$ cat src/rtl/bct_pkg.sv
package bct_pkg;

  typedef enum logic [1:0] {
    RG_NONE = 2'd0,
    RG_RAM  = 2'd1,
    RG_EXP  = 2'd2,
    RG_SCSI = 2'd3
  } region_e;

  typedef enum logic [2:0] {
    ST_IDLE     = 3'd0,
    ST_DELAY    = 3'd1,
    ST_DRQ_WAIT = 3'd2,
    ST_ACKED    = 3'd3,
    ST_FAULT    = 3'd4,
    ST_HOLD     = 3'd5
  } state_e;

  // Priority: SCSI over expansion over memory.
  function automatic region_e pick_region(input logic ram, input logic exp,
                                          input logic scsi);
    if (scsi)     return RG_SCSI;
    else if (exp) return RG_EXP;
    else if (ram) return RG_RAM;
    else          return RG_NONE;
  endfunction

  // Regions guarded by the stall watchdog.
  function automatic logic watched(input region_e r);
    return (r == RG_EXP) || (r == RG_SCSI);
  endfunction

  // Counter width that can hold values 0 .. limit-1.
  function automatic int unsigned cnt_width(input int unsigned limit);
    return (limit < 2) ? 1 : $clog2(limit);
  endfunction

endpackage

$ cat src/rtl/bct_cycle_timer.sv
module bct_cycle_timer
  import bct_pkg::*;
#(
  parameter int unsigned LIMIT = 3
) (
  input  logic clk,
  input  logic rst_n,
  input  logic clear,
  input  logic run,
  output logic hit
);
  localparam int unsigned W = cnt_width(LIMIT);
  localparam logic [W-1:0] LAST = W'(LIMIT - 1);

  logic [W-1:0] cnt;

  // hit fires on the LIMIT-th running edge after a clear
  assign hit = run && (cnt == LAST);

  always_ff @(posedge clk) begin
    if (!rst_n)             cnt <= '0;
    else if (clear)         cnt <= '0;
    else if (run && !hit)   cnt <= cnt + 1'b1;
  end


  timer_range_chk: assert property (@(posedge clk) disable iff (!rst_n)
    cnt <= LAST);


  timer_clear_chk: assert property (@(posedge clk) disable iff (!rst_n)
    clear |=> (cnt == '0));

endmodule

$ cat src/rtl/bct_dack_pulse.sv
module bct_dack_pulse
  import bct_pkg::*;
#(
  parameter int unsigned WIDTH = 4
) (
  input  logic clk,
  input  logic rst_n,
  input  logic fire,
  output logic active
);
  localparam int unsigned W = cnt_width(WIDTH);
  localparam logic [W-1:0] FIRST = W'(WIDTH - 1);

  logic [W-1:0] left;

  always_ff @(posedge clk) begin
    if (!rst_n) begin
      active <= 1'b0;
      left   <= '0;
    end else if (fire) begin
      active <= 1'b1;
      left   <= FIRST;
    end else if (active) begin
      if (left == '0) active <= 1'b0;
      else            left   <= left - 1'b1;
    end
  end

  generate
    if (WIDTH > 1) begin : g_wide

      pulse_min_width_chk: assert property (@(posedge clk) disable iff (!rst_n)
        $rose(active) |=> active);
    end
  endgenerate

endmodule

$ cat src/rtl/bus_cycle_term.sv
module bus_cycle_term
  import bct_pkg::*;
#(
  parameter int unsigned ACK_DLY = 3,
  parameter int unsigned DACK_W  = 4,
  parameter int unsigned TMO_CYC = 4151808
) (
  input  logic clk,
  input  logic rst_n,
  input  logic as_n,
  input  logic sel_ram,
  input  logic sel_exp,
  input  logic sel_scsi,
  input  logic sel_pdma,
  input  logic drq,
  input  logic ext_ack_n,
  output logic dtack_oe,
  output logic berr_n,
  output logic dack_n,
  output logic scsi_cs_n
);

  state_e  state;
  region_e region_q;
  logic    pdma_q;
  logic    ack_q;
  logic    berr_n_q;
  logic    cs_n_q;
  logic    dack_act;

  // Named events shared by the logic and the assertions
  logic ev_start, ev_end, ev_dly_done, ev_tmo, ev_drq_take;
  logic dly_run, tmo_run;
  region_e region_in;

  assign region_in   = pick_region(sel_ram, sel_exp, sel_scsi);
  assign ev_start    = (state == ST_IDLE) && !as_n && !dack_act;
  assign ev_end      = (state != ST_IDLE) && as_n;
  assign dly_run     = (state == ST_DELAY) && !as_n;
  assign tmo_run     = (state != ST_IDLE) && (state != ST_FAULT) && !as_n
                       && watched(region_q);
  assign ev_drq_take = (state == ST_DRQ_WAIT) && !as_n && drq && !ev_tmo;

  bct_cycle_timer #(.LIMIT(ACK_DLY)) u_dly (
    .clk(clk), .rst_n(rst_n), .clear(ev_start), .run(dly_run),
    .hit(ev_dly_done)
  );

  bct_cycle_timer #(.LIMIT(TMO_CYC)) u_tmo (
    .clk(clk), .rst_n(rst_n), .clear(ev_start), .run(tmo_run),
    .hit(ev_tmo)
  );

  bct_dack_pulse #(.WIDTH(DACK_W)) u_dack (
    .clk(clk), .rst_n(rst_n), .fire(ev_drq_take), .active(dack_act)
  );

  always_ff @(posedge clk) begin
    if (!rst_n) begin
      state    <= ST_IDLE;
      region_q <= RG_NONE;
      pdma_q   <= 1'b0;
      ack_q    <= 1'b0;
      berr_n_q <= 1'b1;
      cs_n_q   <= 1'b1;
    end else if (ev_end) begin
      state    <= ST_IDLE;
      ack_q    <= 1'b0;
      berr_n_q <= 1'b1;
      cs_n_q   <= 1'b1;
    end else if (ev_tmo) begin
      state    <= ST_FAULT;
      berr_n_q <= 1'b0;
    end else begin
      unique case (state)
        ST_IDLE: begin
          if (ev_start) begin
            region_q <= region_in;
            pdma_q   <= sel_pdma && (region_in == RG_SCSI);
            cs_n_q   <= (region_in != RG_SCSI);
            state    <= (region_in == RG_NONE) ? ST_HOLD : ST_DELAY;
          end
        end
        ST_DELAY: begin
          if (ev_dly_done) begin
            if (pdma_q) begin
              cs_n_q <= 1'b1;
              state  <= ST_DRQ_WAIT;
            end else begin
              ack_q  <= 1'b1;
              state  <= ST_ACKED;
            end
          end
        end
        ST_DRQ_WAIT: begin
          if (ev_drq_take) begin
            ack_q <= 1'b1;
            state <= ST_ACKED;
          end
        end
        default: ;
      endcase
    end
  end

  assign dtack_oe  = ack_q & ext_ack_n;
  assign berr_n    = berr_n_q;
  assign dack_n    = ~dack_act;
  assign scsi_cs_n = cs_n_q;


  dack_cs_excl_chk: assert property (@(posedge clk) disable iff (!rst_n)
    !(dack_act && !cs_n_q));


  drq_wait_hold_chk: assert property (@(posedge clk) disable iff (!rst_n)
    (state == ST_DRQ_WAIT) |-> (cs_n_q && !ack_q));


  dack_with_ack_chk: assert property (@(posedge clk) disable iff (!rst_n)
    $rose(dack_act) |-> ack_q);


  ram_no_berr_chk: assert property (@(posedge clk) disable iff (!rst_n)
    (state != ST_IDLE && !watched(region_q)) |-> berr_n_q);


  strobe_release_chk: assert property (@(posedge clk) disable iff (!rst_n)
    ev_end |=> (!ack_q && berr_n_q && cs_n_q));


  no_region_no_ack_chk: assert property (@(posedge clk) disable iff (!rst_n)
    (state == ST_HOLD) |-> !ack_q);


  ack_source_chk: assert property (@(posedge clk) disable iff (!rst_n)
    $rose(ack_q) |-> ($past(state) == ST_DELAY || $past(state) == ST_DRQ_WAIT));

endmodule

$ cat config.mk
export PLATFORM = sky130hd
export DESIGN_NAME = bus_cycle_term
export DESIGN_NICKNAME = d
export VERILOG_FILES = /design/src/rtl/bct_pkg.sv /design/src/rtl/bct_cycle_timer.sv /design/src/rtl/bct_dack_pulse.sv /design/src/rtl/bus_cycle_term.sv
export SDC_FILE = /design/constraint.sdc
export NUM_CORES = 1
export LEC_CHECK = 0
export BUFFER_PORTS_ARGS = -buffer_cell sky130_fd_sc_hd__buf_2
export CAP_MARGIN = 15
export CORE_MARGIN = 1
export CORE_UTILIZATION = 58
export DETAILED_ROUTE_END_ITERATION = 16
export HOLD_SLACK_MARGIN = 0.03
export MAX_ROUTING_LAYER = met4
export PLACE_DENSITY = 0.79
export SLEW_MARGIN = 20
export SYNTH_ARGS = -nofsm -noshare
export SYNTH_HDL_FRONTEND = slang
export SYNTH_SLANG_ARGS = --single-unit
$ cat constraint.sdc
create_clock -name clk -period 2.7 [get_ports clk]
set_input_delay 0.405 -clock clk [delete_from_list [all_inputs] [get_ports clk]]
set_output_delay 0.405 -clock clk [all_outputs]
set_load 0.01 [all_outputs]
==> flow_results.xml <==
<?xml version="1.0" encoding="UTF-8"?>
<metrics>
  <group name="global_route">
    <metric name="first_global_vias" unit="">1477</metric>
    <metric name="grt_pass1_wl" unit="um">6130</metric>
    <metric name="number_of_antenna_violations_at_the_first_check_in_global_routing" unit="">0</metric>
    <metric name="grt_start_max_net_pins" unit="">21</metric>
    <metric name="grt_overflow_total" unit="">0</metric>
    <metric name="grt_usage" unit="%">25.4</metric>
  </group>
  <group name="status">
    <metric name="outcome" unit="">completed</metric>
  </group>
  <group name="sta">
    <metric name="post-route-min-period" unit="ps">2220</metric>
    <metric name="final.hold.worst_slack" unit="ps">325</metric>
    <metric name="layout_worst_path_cycle_share" unit="%">82.1</metric>
    <metric name="setup_repair_after_global_routing_missed_its_margin" unit="">false</metric>
    <metric name="slew_of_the_pin_with_the_lowest_slew_margin" unit="ps">622</metric>
    <metric name="fmax" unit="MHz">451</metric>
    <metric name="finalHoldViolCount" unit="">0</metric>
    <metric name="setup_tns" unit="ps">0</metric>
    <metric name="final_max_slew_viol_count" unit="">0</metric>
    <metric name="timing.max_slew.rel_slack" unit="%">58.3</metric>
    <metric name="finalSetupViolations" unit="">0</metric>
    <metric name="clock_skew" unit="ps">8.60</metric>
  </group>
  <group name="min_path">
    <metric name="classification_of_the_worst_slack_hold_path" unit="">in2reg</metric>
    <metric name="worstHoldStart" unit="">sel_pdma</metric>
    <metric name="worst_hold_path.endpoint" unit="">pdma_q</metric>
    <metric name="timing.hold.worst_path_depth" unit="">3</metric>
  </group>
  <group name="synth">
    <metric name="synth_unique_cells" unit="">44</metric>
    <metric name="synth_ff_type" unit="">sky130_fd_sc_hd__dfxtp_1</metric>
    <metric name="synth.ff_latch_count" unit="">35</metric>
    <metric name="sequential_to_total_area_share_from_yosys_stat" unit="%">39.6</metric>
    <metric name="synthArstFlopShare" unit="%">0</metric>
    <metric name="mapped_nets" unit="">225</metric>
    <metric name="syn-instance-count" unit="">213</metric>
    <metric name="synth.cell_area" unit="mm^2">0.00177</metric>
    <metric name="synthesis.yosys.warnings" unit="">0</metric>
    <metric name="edff_count_synth" unit="">0</metric>
    <metric name="syn-mean-instance-area" unit="um^2">8.31</metric>
  </group>
  <group name="placement">
    <metric name="io_buffer_count" unit="">12</metric>
    <metric name="gp_routability_congestion" unit="">0.898</metric>
    <metric name="place_area" unit="mm^2">0.00184</metric>
    <metric name="place_hpwl" unit="um">2630</metric>
  </group>
  <group name="routing">
    <metric name="vias_after_detailed_routing" unit="">1564</metric>
    <metric name="detail_route.wirelength.met1" unit="um">1560</metric>
    <metric name="count_of_nets_left_with_antenna_violations_after_detail_routing" unit="">0</metric>
    <metric name="routed_wl" unit="um">3530</metric>
    <metric name="route.detailed.wl_per_inst" unit="um">13.7</metric>
    <metric name="top_signal_layer_used" unit="">met4</metric>
    <metric name="dr_wl_met2" unit="um">1760</metric>
    <metric name="met3RoutedLength" unit="um">137</metric>
    <metric name="drt_pass1_iterations" unit="">4</metric>
    <metric name="initial_drc_count" unit="">71</metric>
    <metric name="post-route-drc-count" unit="">0</metric>
    <metric name="avgViaCountPerCell" unit="">6.09</metric>
  </group>
  <group name="worst_setup_path">
    <metric name="endpoint_kind" unit="">flip-flop</metric>
    <metric name="timing.critical_path.buf_inv" unit="">0</metric>
    <metric name="timing.critical_path.fanout_max" unit="">11</metric>
    <metric name="crit-reg2reg-launch" unit="">u_tmo.cnt[16]</metric>
    <metric name="required" unit="ps">2990</metric>
    <metric name="crit_type" unit="">reg2reg</metric>
    <metric name="regToRegSetupSlack" unit="ps">480</metric>
    <metric name="r2r_cells" unit="">5</metric>
    <metric name="path_cells" unit="">nand4_2 &gt; or4_1 &gt; o21ai_1 &gt; o21ai_0 &gt; a21oi_1</metric>
    <metric name="cp_data_arrival_time" unit="ps">2510</metric>
    <metric name="cpLargestDelayFamily" unit="">compound AO/OA/AOI/OAI gates</metric>
    <metric name="crit_path_start_kind" unit="">flip-flop</metric>
    <metric name="path_depth" unit="">5</metric>
    <metric name="slowest_delay" unit="ps">680</metric>
    <metric name="cp_slowest_cell" unit="">sky130_fd_sc_hd__or4_1</metric>
    <metric name="worst_r2r_end" unit="">u_tmo.cnt[2]</metric>
  </group>
  <group name="cells_and_area">
    <metric name="post_route_design_area" unit="mm^2">0.00189</metric>
    <metric name="fraction_of_layout_cells_with_a_size_suffix_above_1" unit="%">11.9</metric>
    <metric name="num-nets-final" unit="">237</metric>
    <metric name="synthToLayoutAreaGrowth" unit="%">6.65</metric>
    <metric name="fin_util" unit="%">66.7</metric>
    <metric name="multi_input_area" unit="um^2">996</metric>
    <metric name="ff_latch_area" unit="um^2">701</metric>
    <metric name="fillers" unit="">240</metric>
    <metric name="insertedDiodeCount" unit="">0</metric>
  </group>
  <group name="die">
    <metric name="placeableCoreArea" unit="mm^2">0.00283</metric>
    <metric name="io_pins" unit="">13</metric>
    <metric name="fp.dieH" unit="um">57.2</metric>
    <metric name="rows" unit="">19</metric>
    <metric name="die_area" unit="mm^2">0.00328</metric>
    <metric name="floorplan.die.width" unit="um">57.2</metric>
    <metric name="floorplan.initialDensity" unit="%">62.5</metric>
  </group>
  <group name="pwr">
    <metric name="maximum_vdd_drop" unit="mV">0.347</metric>
    <metric name="leakage" unit="uW">0.000660</metric>
    <metric name="total_power" unit="uW">937</metric>
    <metric name="pwr_density_cell" unit="mW/mm^2">496</metric>
  </group>
  <group name="run">
    <metric name="number_of_max_capacitance_violations_reported" unit="">0</metric>
  </group>
  <group name="cts">
    <metric name="post_cts_resize_count" unit="">0</metric>
    <metric name="htree_levels" unit="">2</metric>
    <metric name="tritoncts" unit="">done</metric>
    <metric name="clk_root_buffer_cell" unit="">sky130_fd_sc_hd__clkbuf_4</metric>
    <metric name="max-clock-path-buffers" unit="">2</metric>
    <metric name="clk-insertion-delay-late" unit="ps">360</metric>
    <metric name="cts_sinks" unit="">35</metric>
    <metric name="cts-buffers-inserted" unit="">5</metric>
    <metric name="clkTransAtPathRegs" unit="ps">100</metric>
    <metric name="cts_hold_repair.buffers" unit="">0</metric>
    <metric name="cts_setup_buffers" unit="">0</metric>
  </group>
</metrics>
-- where the power goes --
group	switching, uW	leakage [uW]	internal, uW
Clock	181	0.0000293	101
Combinational	65.7	0.000348	44.1
Sequential	14.5	0.000283	530
-- worst min-delay path, cell delays in order --
cell and delay (ps):
sky130_fd_sc_hd__buf_2 70, sky130_fd_sc_hd__a31oi_1 70, sky130_fd_sc_hd__nor2b_1 100
-- how the worst max path moves through the flow --
| stage | endpoint | start |
|---|---|---|
| after floorplan | scsi_cs_n | u_tmo.cnt[16] |
| after global placement | u_tmo.cnt[2] | u_tmo.cnt[16] |
| after detailed placement | u_tmo.cnt[2] | u_tmo.cnt[16] |
| after CTS | u_tmo.cnt[2] | u_tmo.cnt[16] |
| after global routing | u_tmo.cnt[2] | u_tmo.cnt[16] |
| final | u_tmo.cnt[2] | u_tmo.cnt[16] |
-- synth_stat cells, types with 5 or more instances --
library cell / n / area [um^2]
sky130_fd_sc_hd__a21oi_1: 7 / 35.0
sky130_fd_sc_hd__a31oi_1: 5 / 31.3
sky130_fd_sc_hd__and2_1: 6 / 37.5
sky130_fd_sc_hd__and3_1: 5 / 31.3
sky130_fd_sc_hd__dfxtp_1: 35 / 701
sky130_fd_sc_hd__inv_1: 9 / 33.8
sky130_fd_sc_hd__nand2_1: 17 / 63.8
sky130_fd_sc_hd__nand3_1: 9 / 45.0
sky130_fd_sc_hd__nand4_1: 7 / 43.8
sky130_fd_sc_hd__nor2_1: 24 / 90.1
sky130_fd_sc_hd__nor3_1: 7 / 35.0
sky130_fd_sc_hd__o211ai_1: 5 / 37.5
sky130_fd_sc_hd__o21ai_0: 8 / 40.0
sky130_fd_sc_hd__xnor2_1: 5 / 43.8
sky130_fd_sc_hd__xor2_1: 7 / 61.3
-- metal layers --
metal  vias up  track usage [%]
met3         8             6.12
met1       727             27.1
met5         -                -
met4         0             12.9
li1        789                -
met2        40             43.7
-- cells by family after synthesis --
logic type,Yosys count,synth area share (%)
XOR/XNOR,12,5.94
adder cells (fa/ha/maj),3,2.12
AO/OA/AOI/OAI,38,14.2
buffers and inverters,17,4.10
multiplexers,1,0.566
flip-flops,35,39.6
AND/OR/NAND/NOR,107,33.5
-- flip-flops by register name, summed over array words and instances (netlist names) --
register	flops
scsi_cs_n	1
region_q	1
u_tmo.cnt	22
u_dack.left	2
state	3
berr_n	1
pdma_q	1
u_dack.active	1
u_dly.cnt	2
ack_q	1
-- layout by cell type, fill, tap and decap left out, types with 2 or more instances in the layout --
cell type and count:
sky130_fd_sc_hd__xor2_1 7, sky130_fd_sc_hd__nor3_1 7, sky130_fd_sc_hd__a21oi_1 7, sky130_fd_sc_hd__clkbuf_4 5, sky130_fd_sc_hd__and4_1 2, sky130_fd_sc_hd__or3_1 4, sky130_fd_sc_hd__o211ai_1 5, sky130_fd_sc_hd__nor4_1 4
sky130_fd_sc_hd__xnor2_1 5, sky130_fd_sc_hd__a31oi_1 5, sky130_fd_sc_hd__buf_2 12, sky130_fd_sc_hd__and3_1 5, sky130_fd_sc_hd__o21a_1 4, sky130_fd_sc_hd__o21ai_0 8, sky130_fd_sc_hd__nand4bb_1 2, sky130_fd_sc_hd__dfxtp_1 35
sky130_fd_sc_hd__clkbuf_1 2, sky130_fd_sc_hd__nand2b_1 3, sky130_fd_sc_hd__nand4_1 7, sky130_fd_sc_hd__or2_2 3, sky130_fd_sc_hd__nor2_1 24, sky130_fd_sc_hd__nor2b_1 4, sky130_fd_sc_hd__nand3_1 9, sky130_fd_sc_hd__nand2_1 17
sky130_fd_sc_hd__and2_1 6, sky130_fd_sc_hd__ha_1 3, sky130_fd_sc_hd__or4_1 4, sky130_fd_sc_hd__inv_1 9
-- area by class of cell --
class	instances	share of cell area, %
well taps	31	2.06
clock inverters	1	0.265
flip-flops and latches	35	37.1
clock buffers	7	2.39
repair buffers	13	3.58
multi-input cells	161	52.8
inverters	9	1.79
-- metrics by stage --
step	cells	setup WS, ps
4_1_cts	257	483
2_1_floorplan	213	823
6_report	257	483
3_5_place_dp	249	506
3_3_place_gp	249	648
5_1_grt	257	252
(Power assumes the default switching activity.)
